<file path="src/rtl/sar_pkg.sv">
package sar_pkg;
  typedef enum logic [1:0] {SRC_EXT = 2'd0, SRC_MID = 2'd1, SRC_LO = 2'd2, SRC_HI = 2'd3} src_e;
  localparam int LAST_EXT_ADDR = 10;
  localparam int ADDR_LO_REF   = 12;
  localparam int ADDR_HI_REF   = 13;
endpackage

</file>
<file path="src/rtl/sar_sync_edge.sv">
module sar_sync_edge #(
  parameter int STAGES = 2
) (
  input  logic clk,
  input  logic rst,
  input  logic async_in,
  output logic rise
);
  logic [STAGES:0] chain;

  always_ff @(posedge clk) begin
    if (rst) chain <= '0;
    else     chain <= {chain[STAGES-1:0], async_in};
  end

  assign rise = chain[STAGES-1] & ~chain[STAGES];
endmodule

</file>
<file path="src/rtl/sar_src_dec.sv">
module sar_src_dec #(
  parameter int ADDR_W = 4
) (
  input  logic [ADDR_W-1:0] addr,
  output logic [3:0]        sel
);
  import sar_pkg::*;
  src_e src;

  always_comb begin
    if (int'(addr) <= LAST_EXT_ADDR)     src = SRC_EXT;
    else if (int'(addr) == ADDR_LO_REF)  src = SRC_LO;
    else if (int'(addr) == ADDR_HI_REF)  src = SRC_HI;
    else                                 src = SRC_MID;
  end

  always_comb begin
    sel = '0;
    sel[src] = 1'b1;
  end
endmodule

</file>
<file path="src/rtl/sar_timer.sv">
module sar_timer #(
  parameter int SETUP = 4,
  parameter int SLOT  = 4,
  parameter int NBITS = 10
) (
  input  logic clk,
  input  logic rst,
  input  logic go,
  input  logic abort,
  output logic busy,
  output logic start,
  output logic setup_end,
  output logic decide,
  output logic last
);
  localparam int TOTAL = SETUP + SLOT * NBITS;
  localparam int CW    = $clog2(TOTAL + 1);
  localparam int PW    = (SLOT > 1) ? $clog2(SLOT) : 1;

  logic [CW-1:0] cnt;
  logic [PW-1:0] ph;

  assign start     = go && !busy;
  assign setup_end = busy && (cnt == CW'(SETUP - 1));
  assign decide    = busy && (cnt >= CW'(SETUP)) && (ph == PW'(SLOT - 1));
  assign last      = busy && (cnt == CW'(TOTAL - 1));

  always_ff @(posedge clk) begin
    if (rst) begin
      busy <= 1'b0;
      cnt  <= '0;
      ph   <= '0;
    end else if (start) begin
      busy <= 1'b1;
      cnt  <= '0;
      ph   <= '0;
    end else if (busy) begin
      if (abort || last) begin
        busy <= 1'b0;
        cnt  <= '0;
        ph   <= '0;
      end else begin
        cnt <= cnt + 1'b1;
        if (cnt < CW'(SETUP) || ph == PW'(SLOT - 1)) ph <= '0;
        else                                         ph <= ph + 1'b1;
      end
    end
  end


  cnt_range_chk: assert property (@(posedge clk) disable iff (rst)
    busy |-> (cnt < CW'(TOTAL)));


  no_restart_chk: assert property (@(posedge clk) disable iff (rst)
    (busy && go && !abort && !last) |=> (busy && cnt == $past(cnt) + 1'b1));
endmodule

</file>
<file path="src/rtl/sar_conv_seq.sv">
module sar_conv_seq #(
  parameter int NBITS  = 10,
  parameter int ADDR_W = 4,
  parameter int SETUP  = 4,
  parameter int SLOT   = 4,
  parameter int SYNC_STAGES = 2
) (
  input  logic              clk,
  input  logic              rst,
  input  logic              start_req,
  input  logic [ADDR_W-1:0] chan_addr,
  input  logic              abort_req,
  input  logic              cmp_hi,
  output logic [NBITS-1:0]  dac_code,
  output logic [3:0]        smp_sel,
  output logic              busy,
  output logic [NBITS-1:0]  result,
  output logic              done,
  output logic              aborted,
  output logic              done_tgl
);
  localparam logic [NBITS-1:0] MSB = {1'b1, {(NBITS-1){1'b0}}};

  logic go, t_start, setup_end, decide, last;
  logic [3:0]       sel_dec;
  logic [NBITS-1:0] code, trial, kept;

  sar_sync_edge #(.STAGES(SYNC_STAGES)) u_sync (
    .clk(clk), .rst(rst), .async_in(start_req), .rise(go));

  sar_src_dec #(.ADDR_W(ADDR_W)) u_dec (.addr(chan_addr), .sel(sel_dec));

  sar_timer #(.SETUP(SETUP), .SLOT(SLOT), .NBITS(NBITS)) u_timer (
    .clk(clk), .rst(rst), .go(go), .abort(abort_req), .busy(busy),
    .start(t_start), .setup_end(setup_end), .decide(decide), .last(last));

  assign kept     = (code & ~trial) | (cmp_hi ? trial : '0);
  assign dac_code = code;

  always_ff @(posedge clk) begin
    if (rst) begin
      code     <= '0;
      trial    <= '0;
      result   <= '0;
      smp_sel  <= '0;
      done     <= 1'b0;
      aborted  <= 1'b0;
      done_tgl <= 1'b0;
    end else begin
      done    <= 1'b0;
      aborted <= 1'b0;
      if (t_start) begin
        code    <= '0;
        trial   <= '0;
        smp_sel <= sel_dec;
      end else if (busy && abort_req) begin
        code    <= '0;
        trial   <= '0;
        smp_sel <= '0;
        aborted <= 1'b1;
      end else begin
        if (setup_end) begin
          smp_sel <= '0;
          code    <= MSB;
          trial   <= MSB;
        end
        if (decide) begin
          code  <= kept | (trial >> 1);
          trial <= trial >> 1;
        end
        if (last) begin
          result   <= kept;
          code     <= '0;
          done     <= 1'b1;
          done_tgl <= ~done_tgl;
        end
      end
    end
  end


  sel_onehot_chk: assert property (@(posedge clk) disable iff (rst) $onehot0(smp_sel));


  sel_busy_chk: assert property (@(posedge clk) disable iff (rst) (smp_sel != '0) |-> busy);


  done_end_chk: assert property (@(posedge clk) disable iff (rst) done |-> (!busy && $past(busy)));


  abort_keep_chk: assert property (@(posedge clk) disable iff (rst)
    aborted |-> ($stable(result) && !done && !busy));


  trial_onehot_chk: assert property (@(posedge clk) disable iff (rst) $onehot0(trial));
endmodule

</file>
<file path="config.mk">
export PLATFORM = sky130hd
export DESIGN_NAME = sar_conv_seq
export DESIGN_NICKNAME = d
export VERILOG_FILES = /design/src/rtl/sar_pkg.sv /design/src/rtl/sar_sync_edge.sv /design/src/rtl/sar_src_dec.sv /design/src/rtl/sar_timer.sv /design/src/rtl/sar_conv_seq.sv
export SDC_FILE = /design/constraint.sdc
export NUM_CORES = 1
export LEC_CHECK = 0
export ABC_CLOCK_PERIOD_IN_PS = 1500
export CORE_MARGIN = 2
export CORE_UTILIZATION = 47
export DETAILED_ROUTE_END_ITERATION = 8
export GPL_TIMING_DRIVEN = 0
export PLACE_DENSITY_LB_ADDON = 0.1
export SYNTH_ARGS = -nofsm -noshare
export SYNTH_HDL_FRONTEND = slang
export SYNTH_HIERARCHICAL = 1
export SYNTH_SLANG_ARGS = --single-unit
</file>
<file path="constraint.sdc">
create_clock -name clk -period 1.5 [get_ports clk]
set_input_delay 0.375 -clock clk [delete_from_list [all_inputs] [get_ports clk]]
set_output_delay 0.375 -clock clk [all_outputs]
set_load 0.02 [all_outputs]
</file>
==> flow_metrics.env <==
export IMPL_rsz0062_at_grt="yes"
export IMPL_drv_cap=0
export IMPL_cp_num_buf_inv=2
export IMPL_post_route_util_pct=66.2
export IMPL_synth_seq_cells=49
export IMPL_crit_fanout=10
export IMPL_critPathKind="flip-flop to flip-flop"
export IMPL_hold_viol=0
export IMPL_cp_arrival_ns=1.74
export IMPL_fmax_mhz=636
export IMPL_fin_tns_setup_ns=-0.235
export IMPL_p_clk_share_pct=34.3
export IMPL_drc_errors=0
export IMPL_synth_edf_count=0
export IMPL_vias=1973
export IMPL_crit_path_start_kind="flip-flop"
export IMPL_nFillCells=400
export IMPL_drtIter0Drc=106
export IMPL_grt_overflow_total=0
export IMPL_swShare_pct=23.5
export IMPL_crit_start="u_timer/cnt[5]"
export IMPL_layout_common_cells="dfxtp_1, dlygate4sd2_1, a21oi_1"
export IMPL_whs_path_depth=1
export IMPL_synth_area_mux_share_pct=7.22
export IMPL_fin_skew_ns=0.00438
export IMPL_r2r_cells=6
export IMPL_min_path_type="flip-flop to flip-flop"
export IMPL_avgSynthCellArea_sq_um=8.95
export IMPL_ys_seq_area_share_pct=44.2
export IMPL_finalSetupViolations=6
export IMPL_n_antenna_cell=0
export IMPL_violations="setup timing"
export IMPL_portBuffers=36
export IMPL_powerDensity_mw_per_mm2=724
export IMPL_synthesis_area_sq_mm=0.00222
export IMPL_dieHeight_um=72.7
export IMPL_dp_hpwl_um=3420
export IMPL_min_period_ns=1.57
export IMPL_cts_sinks=49
export IMPL_yosys_area_share_adder_pct=1.69
export IMPL_clockBufferDepth=2
export IMPL_synthSimpleGateAreaFrac_pct=18.4
export IMPL_firstDrtPassIters=4
export IMPL_endpoint_kind="flip-flop"
export IMPL_io_pins=37
export IMPL_reg2reg_slack_ns=-0.07
export IMPL_status="finished with violations"
export IMPL_power_frac_seq_pct=59.0
export IMPL_finalCritPeriodShare_pct=105
export IMPL_netlist_instances=248
export IMPL_cpPeakStageDelay_ns=0.37
export IMPL_rows=25
export IMPL_h_tree_depth=2
export IMPL_grt_max_degree=14
export IMPL_wire_per_inst_um=15.0
export IMPL_synth_top_family_by_area="compound AO/OA/AOI/OAI gates"
export IMPL_antenna_found_initial=0
export IMPL_synthArstFlopShare_pct=0
export IMPL_core_area_sq_mm=0.00463
export IMPL_combPwrFrac_pct=6.6
export IMPL_grt_pass1_wl_um=8480
export IMPL_fin_nets=315
export IMPL_tightest_slew_ns=0.524
export IMPL_ir_drop_uv=471
export IMPL_die_w_um=72.7
export IMPL_place_ws_ns=-0.495
export IMPL_placed_area_sq_mm=0.00267
export IMPL_synth_warnings=6
export IMPL_relSlewSlack_pct=65.1
export IMPL_synthXorXnorAreaFrac_pct=0
export IMPL_layout_drive_gt1_share_pct=25.7
export IMPL_critPathMostFrequentCell="buf_4"
export IMPL_cts_root_buf="clkbuf_8"
export IMPL_synth_compound_area_share_pct=22.8
export IMPL_first_global_vias=1841
export IMPL_finalMaxSlewViolations=0
export IMPL_slowest_stage="dfxtp_4"
export IMPL_layout_commonest_cell="dfxtp_1"
export IMPL_start_util_pct=47.9
export IMPL_synthesis_nets=260
export IMPL_switchingPower_mw=0.520
export IMPL_grt_util_all_layers_pct=20.7
export IMPL_clk_pin_slew_ns=0.08
export IMPL_power_leakage_nw=1.20
export IMPL_synthToLayoutAreaGrowth_pct=38.0
export IMPL_final_antenna_net_count=0
export IMPL_hold_end="u_sync/chain[1]"
export IMPL_crit_required_ns=1.67
export IMPL_routed_wl_um=5360
export IMPL_via_per_inst=5.51
export IMPL_final_cell_area_sq_mm=0.00306
export IMPL_r2r_start="u_timer/cnt[5]"
export IMPL_cts_buffers=5
export IMPL_intPower_mw=1.70
export IMPL_netlist_cell_type_count=47
export IMPL_cts_tree="yes"
export IMPL_place_congestion=0.780
export IMPL_synth_top_flop_cell="dfxtp_1"
export IMPL_r2r_end="dac_code[9]"
export IMPL_path_cells="nor4_4 > buf_4 > nor2_4 > buf_4 > a211oi_2 > a311oi_2"
export IMPL_hp_start="u_sync/chain[0]"
export IMPL_die_area_sq_mm=0.00529
export IMPL_timing_final_ws_setup_ns=-0.0721
export IMPL_crit_family="buffers and inverters"
export IMPL_clk_latency_ns=0.31
[cell type report]
class / instances / area [sq um] / share of cell area (%)
Tap cell: 54 / 67.6 / 2.21
Buffer: 15 / 119 / 3.88
Timing Repair Buffer: 48 / 425 / 13.9
Clock buffer: 8 / 80.1 / 2.61
Inverter: 15 / 58.8 / 1.92
Sequential cell: 49 / 1000 / 32.7
Multi-Input combinational cell: 169 / 1310 / 42.8
[cells by family after synthesis]
kind of cell    Yosys count
mux                      16
buf+inv                  31
compound gates           76
fa+ha+maj                 3
flops                    49
simple gates             73
[registers in the layout, indices dropped and copies added (netlist names)]
register / flops
done_tgl: 1
smp_sel: 4
dac_code: 10
u_timer/ph: 2
u_sync/chain: 3
u_timer/busy: 1
u_timer/cnt: 6
trial: 10
aborted: 1
done: 1
result: 10
[worst max-delay path by stage]
stage | end | slack, ns | depth (start not counted)
5_1_grt | dac_code[9] | -0.15 | 6
6_report | dac_code[9] | -0.07 | 6
3_5_place_dp | dac_code[7] | -0.49 | 5
2_1_floorplan | dac_code[1] | -0.02 | 7
4_1_cts | dac_code[7] | -0.05 | 6
3_3_place_gp | dac_code[7] | -0.47 | 5
[synthesized netlist by cell type (4+ instances only)]
| library cell | instances | share of area [%] |
|---|---|---|
| a211oi_1 | 17 | 5.7 |
| a21oi_1 | 29 | 6.5 |
| a22oi_1 | 6 | 2.0 |
| clkbuf_1 | 11 | 1.9 |
| dfxtp_1 | 49 | 44 |
| inv_1 | 15 | 2.5 |
| mux2i_1 | 16 | 7.2 |
| nand2_1 | 8 | 1.4 |
| nor2_1 | 28 | 4.7 |
| nor2b_1 | 5 | 1.4 |
| nor3_1 | 5 | 1.1 |
| nor3b_1 | 9 | 3.0 |
| o21ai_0 | 4 | 0.90 |
[through the flow]
stage,hold WS (ns),total power [mW],cells
floorplan,0.414,1.41,248
global placement,0.418,1.47,338
detailed placement,0.429,1.47,338
CTS,0.446,2.22,354
global route,0.451,2.30,358
finish,0.443,2.22,358
[layer usage]
metal	GRT usage, %	wire (um)
met1	26.2	2380
met2	34.6	2770
met3	3.31	118
met4	9.26	97
met5	0	0
[what timing repair did]
item	in CTS	in global routing
gates cloned	0	1
setup endpoints to repair	65	44
hold buffers	0	0
resized for setup	63	43
pin swaps	12	16
buffers inserted	9	3
[power by group through the flow]
stage | clock [mW] | sequential [mW] | combinational, mW
4_1_cts | 0.772 | 1.31 | 0.138
3_5_place_dp | 0 | 1.34 | 0.130
3_3_place_gp | 0 | 1.34 | 0.129
5_1_grt | 0.833 | 1.31 | 0.161
6_report | 0.761 | 1.31 | 0.147
2_1_floorplan | 0 | 1.34 | 0.0682
Power figures use the tool's default switching activity.
